## src/rtl/bishift_pkg.sv

```systemverilog
package bishift_pkg;
    typedef enum logic [1:0] {
        OP_HOLD  = 2'd0,
        OP_LOAD  = 2'd1,
        OP_RIGHT = 2'd2,
        OP_LEFT  = 2'd3
    } bishift_op_e;
endpackage

```

## src/rtl/bishift_decode.sv

```systemverilog
module bishift_decode
    import bishift_pkg::*;
(
    input  logic        load,
    input  logic        shift_en,
    input  logic        go_left,
    output bishift_op_e op
);
    always_comb begin
        if (load)          op = OP_LOAD;
        else if (!shift_en) op = OP_HOLD;
        else if (go_left)   op = OP_LEFT;
        else                op = OP_RIGHT;
    end
endmodule

```

## src/rtl/bishift_reg.sv

```systemverilog
module bishift_reg
    import bishift_pkg::*;
#(
    parameter int W = 4
) (
    input  logic         clk,
    input  logic         clr_a,
    input  logic         load,
    input  logic         shift_en,
    input  logic         go_left,
    input  logic         ser_left,
    input  logic         ser_right,
    input  logic [W-1:0] din,
    output logic [W-1:0] q
);
    localparam int MSB = W - 1;

    typedef struct packed {
        logic [W-1:0] data;
    } state_t;

    state_t      st_d, st_q;
    bishift_op_e op;

    initial begin
        if (W < 2) $error("bishift_reg: W must be at least 2");
    end

    bishift_decode u_dec (
        .load     (load),
        .shift_en (shift_en),
        .go_left  (go_left),
        .op       (op)
    );

    always_comb begin
        st_d = st_q;
        unique case (op)
            OP_LOAD:  st_d.data = din;
            OP_RIGHT: st_d.data = {ser_right, st_q.data[MSB:1]};
            OP_LEFT:  st_d.data = {st_q.data[MSB-1:0], ser_left};
            default:  st_d.data = st_q.data;
        endcase
    end

    always_ff @(posedge clk or posedge clr_a) begin
        if (clr_a) st_q <= '0;
        else       st_q <= st_d;
    end

    assign q = st_q.data;

    // clear forces zero
    p_clear_zero_r1: assert property (@(posedge clk) clr_a |-> q == '0);

    // load takes din
    p_load_r3: assert property (@(posedge clk) disable iff (clr_a)
        load |=> q == $past(din));

    // hold
    p_hold_r4: assert property (@(posedge clk) disable iff (clr_a)
        (!load && !shift_en) |=> $stable(q));

    // right shift
    p_right_r5: assert property (@(posedge clk) disable iff (clr_a)
        (!load && shift_en && !go_left) |=>
        q == {$past(ser_right), $past(q[MSB:1])});

    // left shift
    p_left_r6: assert property (@(posedge clk) disable iff (clr_a)
        (!load && shift_en && go_left) |=>
        q == {$past(q[MSB-1:0]), $past(ser_left)});
endmodule

```

## config.mk

```make
export PLATFORM = sky130hd
export DESIGN_NAME = bishift_reg
export DESIGN_NICKNAME = d
export VERILOG_FILES = /design/src/rtl/bishift_pkg.sv /design/src/rtl/bishift_decode.sv /design/src/rtl/bishift_reg.sv
export SDC_FILE = /design/constraint.sdc
export NUM_CORES = 1
export LEC_CHECK = 0
export ABC_CLOCK_PERIOD_IN_PS = 2100
export BUFFER_PORTS_ARGS = -buffer_cell sky130_fd_sc_hd__buf_2
export CAP_MARGIN = 20
export CORE_AREA = 2 2 39 41
export CTS_BUF_LIST = sky130_fd_sc_hd__clkbuf_8 sky130_fd_sc_hd__clkbuf_16
export DETAILED_ROUTE_END_ITERATION = 12
export DIE_AREA = 0 0 41 43
export PLACE_DENSITY = 0.51
export SLEW_MARGIN = 20
export SYNTH_ARGS = -nofsm -noshare
export SYNTH_HDL_FRONTEND = slang
export SYNTH_SLANG_ARGS = --single-unit
```

## constraint.sdc

```tcl
create_clock -name clk -period 2.1 [get_ports clk]
set_input_delay 0.42 -clock clk [delete_from_list [all_inputs] [get_ports clk]]
set_output_delay 0.42 -clock clk [all_outputs]
set_load 0.02 [all_outputs]
```

==> results of run 1 <==
## synthesized netlist by cell type
| master | count | area, um2 |
|---|---|---|
| clkbuf_2 | 1 | 5.00 |
| dfrtp_1 | 4 | 100 |
| inv_1 | 1 | 3.75 |
| mux2i_1 | 4 | 40.0 |
| nand2_1 | 4 | 15.0 |
| nand2b_2 | 1 | 8.76 |
| o211ai_1 | 4 | 30.0 |
| or3b_1 | 4 | 35.0 |
## metal layers
layer / wire, um / GRT usage / vias to the layer above / share of wire
li1: - / - / 117 / -
met1: 332 / 0.114 / 94 / 0.53
met2: 212 / 0.0906 / 15 / 0.34
met3: 80 / 0.0262 / 0 / 0.13
met4: 0 / 0.0800 / 0 / 0
met5: 0 / 0 / - / 0
## path summary, 6_finish.rpt
path | endpoint | start | cells past startpoint | slack, ns
max | q[1] | q[1] | 1 | 0.89
min | q[3] | clr_a | 2 | 0.08
max reg2reg | q[1] | q[1] | 2 | 1.16
min reg2reg | q[2] | q[3] | 2 | 0.62
max in group asynchronous | q[2] | clr_a | 2 | 1.88
min in group clk | q[2] | din[2] | 3 | 0.44
## worst register-to-register path, cell delays in order (launching register included)
cell,delay (ns)
dfrtp_1,0.38
or3b_1,0.36
o211ai_1,0.11
## power groups by stage
stage	Clock (mW)	Sequential, mW	Combinational [mW]
final	0.158	0.0934	0.0549
after global routing	0.171	0.0948	0.0606
after CTS	0.164	0.0938	0.0559
after detailed placement	0	0.0948	0.0557
after global placement	0	0.0949	0.0551
after floorplan	0	0.103	0.0216
## layout make-up
class	instances	share of cell area
clock buffer	3	0.113
sequential	4	0.275
tap	16	0.0550
inverter	1	0.0103
timing repair buffer	14	0.192
multi-input combinational	17	0.354
## cell families (layout without fill, tap and decap cells)
kind of cell,Yosys count,after routing
AND/OR/NAND/NOR,9,9
AO/OA/AOI/OAI,4,4
multiplexers,4,4
flip-flops,4,4
buffers and inverters,2,18
==> results.cfg, run 1 <==
[route]
dr.first_iter.drc_count = 0
wire_per_inst_um = 11.3
vias = 226
ant_nets = 0
first_pass_iters = 1
routed_wl_um = 624
vias_per_cell = 4.11
drc_errors = 0

[synth]
synthSimpleGateAreaFrac = 0.247
synthCells = 23
synth_area_um2 = 238
yosysSeqAreaShare = 0.421
synth_top_family_by_area = simple AND/OR/NAND/NOR gates
synth_warnings = 0
syn_nets = 34
syn_area_per_cell_um2 = 10.3
synthAdderAreaFrac = 0
muxShareOfSynthArea = 0.168
synth.distinct_cells = 8
synth-xor-area-share = 0
ys_ff_latch = 4
synth_compound_area_frac = 0.126

[critical_path]
worst-path-buf-inv = 1
critPathKind = reg2out
cp_max_fo = 4
arrival_ns = 0.79
required_ns = 1.68
cp_cell_sequence = buf_2
crit_slowest_cell = dfrtp_1
critPathTopFamily = flip-flops
endpoint_kind = output pin
cpPeakStageDelay_ns = 0.40
startpoint_type = flop

[finish]
seq_area_um2 = 100
multi_input_area_um2 = 129
diodes = 0
post-route-cell-area_um2 = 364
area_growth_pct = 53.2
largest_register_ffs = 4
fillers = 152
postLayoutCoreUtil = 0.263
final_common_cell = buf_2
final_layout_size_suffix_gt1_frac = 0.462
instances_no_fill = 55
nNetsFinal = 52

[grt]
grt_pass1_vias = 222
grt_max_degree = 10
grt_pass1_wl_um = 903
grt_use_total = 0.0817
grt-ovfl-total = 0
grt_antenna_before_repair = 0

[pwr]
p_leak_nw = 0.182
switching_share = 0.239
p_int_mw = 0.233
power_frac_seq = 0.305
total_power_mw = 0.306
peakVddDrop_v = 0.000364
p_per_area_nw_per_um2 = 840
combinationalPowerShare = 0.179
switching_power_mw = 0.0732
pwr-share-clk = 0.515

[timing]
maxSlewViolCount = 0
fin_ws_ns = 0.894
max_slew_margin = 0.876
rsz0062_at_grt = false
finClkSkew_ns = 0.000107
setup_viol = 0
fmax_ghz = 0.829
final.min_clock_period_ns = 1.21
period_share = 0.574
tightest_slew_ns = 0.186
tns_ns = 0
hold_slack_ns = 0.0780
hold_viol = 0

[placed_design]
place_ws_ns = 0.971
placed_area_um2 = 323
port_buffers = 14
gp_congestion = 0.699
dpl.cell_count = 52

[die]
die_w_um = 41
rows = 14
die_y_um = 43
ios = 15
initial_core_util = 0.172
coreArea_um2 = 1380
die_area_um2 = 1760

[cts]
cts.htree.levels = 1
cts_tree = built
clock_latency_ns = 0.21
cts_sinks = 4
clkTransAtPathRegs_ns = 0.03
cts_resized = 0
cts-root-buf = clkbuf_8
ctsLongestPathBuffers = 2
ctsHoldBuffers = 0
cts_buffers = 3
postCtsSetupRepairBufs = 0

[flow_run]
drv_cap = 0

[outcome]
status = finished, final reports clean

[min_path]
hold_class = in2async
Note: power is estimated with default switching activity, not from simulation.
==> run 2: changes to the inputs <==
- ABC_CLOCK_PERIOD_IN_PS: 2100 -> 1100
- PLACE_DENSITY: 0.51 -> 0.53
- clock period: 2.1 -> 1.1 ns (I/O delays scaled with it)
==> run 2 against run 1 <==
Net effect:
- setup slack worse by 0.80 ns
- via count grew 0.44%
- global-route usage down 0.52 points
- die area unchanged
- routed wire length down 9.0%
- cell count is 1.8% higher
- clock power increased by 92%
- first-iteration DRC count grew 2
- critical path depth stayed put
- power rose by 92%
- sequential share of layout area down 0.74 points
==> results.cfg, run 2 (synthesized netlist as in run 1, its figures left out) <==
[outcome]
status = finished, final reports clean

[critical_path]
critPathKind = reg2out
regToRegSetupSlack_ns = 0.18
required_ns = 0.88
endpoint_kind = output pin
rr_endpoint = q[1]
crit_slowest_cell = dfrtp_1
startpoint_type = flop
cpPeakStageDelay_ns = 0.40
arrival_ns = 0.78
critPathTopFamily = flip-flops
reg2reg_from = q[1]
r2r_cells = 2
worst-path-buf-inv = 1
cp_max_fo = 4
cp_cell_sequence = buf_2

[flow_run]
drv_cap = 0

[grt]
grt_pass1_wl_um = 855
grt-ovfl-total = 0
grt_antenna_before_repair = 0
grt_pass1_vias = 213
grt_max_degree = 10
grt_use_total = 0.0765

[route]
routed_wl_um = 568
vias_per_cell = 4.05
dr.first_iter.drc_count = 2
ant_nets = 0
first_pass_iters = 4
wire_per_inst_um = 10.1
vias = 227
drc_errors = 0

[pwr]
peakVddDrop_v = 0.000513
p_per_area_nw_per_um2 = 1570
p_leak_nw = 0.186

[timing]
max_slew_margin = 0.880
fin_ws_ns = 0.0982
hold_viol = 0
fmax_ghz = 0.998
finClkSkew_ns = 0.000677
period_share = 0.911
final.min_clock_period_ns = 1.00
rsz0062_at_grt = false
tns_ns = 0
setup_viol = 0
maxSlewViolCount = 0
tightest_slew_ns = 0.180

[min_path]
hold_class = in2reg
worst_hold_path.endpoint = q[2]
min_from = din[2]
min_path_cells = 3

[cts]
cts-root-buf = clkbuf_8
cts_sinks = 4
cts_resized = 0
cts_buffers = 3
clkTransAtPathRegs_ns = 0.03
cts.htree.levels = 1
cts_tree = built
clock_latency_ns = 0.21
ctsLongestPathBuffers = 2

[finish]
largest_register_ffs = 4
post-route-cell-area_um2 = 374
final_common_cell = buf_2
area_growth_pct = 57.4
diodes = 0
final_layout_size_suffix_gt1_frac = 0.450
nNetsFinal = 53

[die]
initial_core_util = 0.172
die_area_um2 = 1760
die_w_um = 41
ios = 15
rows = 14
die_y_um = 43
coreArea_um2 = 1380

[placed_design]
gp_congestion = 0.629
placed_area_um2 = 323
place_ws_ns = 0.170
port_buffers = 14
dp_hpwl_um = 483
==> run 2: cell count changes in the layout (fill, tap and decap cells not counted) <==
cell / change
dlygate4sd3_1: +1
==> run 2: worst max-delay path by stage <==
stage	cells past startpoint	to	slack, ns	from
after global routing	1	q[1]	0.07	q[1]
after floorplan	2	q[1]	0.12	q[1]
after detailed placement	3	q[3]	0.17	shift_en
after CTS	1	q[1]	0.09	q[1]
final	1	q[1]	0.1	q[1]
after global placement	3	q[3]	0.16	shift_en
==> run 2: per-stage QoR <==
stage | power [mW] | util | std cells | hold slack [ns]
3_3_place_gp | 0.285 | 0.233 | 52 | 0.107
5_1_grt | 0.624 | 0.270 | 56 | 0.263
6_report | 0.587 | 0.270 | 56 | 0.235
3_5_place_dp | 0.284 | 0.233 | 52 | 0.110
4_1_cts | 0.600 | 0.270 | 56 | 0.238
2_1_floorplan | 0.237 | - | 23 | -0.0139
==> run 2: layout make-up <==
cell class              count  area, um2
inverters                   1       3.75
flip-flops and latches      4        100
fillers                   156       1010
well taps                  16       20.0
clock buffers               3       41.3
repair buffers             15       80.1
multi-input cells          17        129
==> run 2: where the power goes <==
group,internal [mW],switching [mW],leakage [nW]
sequential,0.164,0.0123,0.0488
clock,0.233,0.0715,0.0216
combinational,0.0500,0.0566,0.115
total,0.447,0.140,0.186
==> run 2: timing repair <==
action,4_1_cts,5_1_grt
endpoints found under the hold margin,4,0
hold buffers,1,0
buffers inserted,0,0
==> run 2: routing by layer <==
| metal | wire length, um | global-route usage | up-vias |
|---|---|---|---|
| met5 | 0 | 0 | - |
| met4 | 0 | 0.0600 | 0 |
| met3 | 63 | 0.0314 | 0 |
| met2 | 289 | 0.113 | 9 |
| met1 | 215 | 0.0812 | 99 |
| li1 | - | - | 119 |
==> run 2: worst min-delay path, cell delays in order <==
cell and delay [ns]:
buf_2 0.07, nand2_1 0.04, o211ai_1 0.07
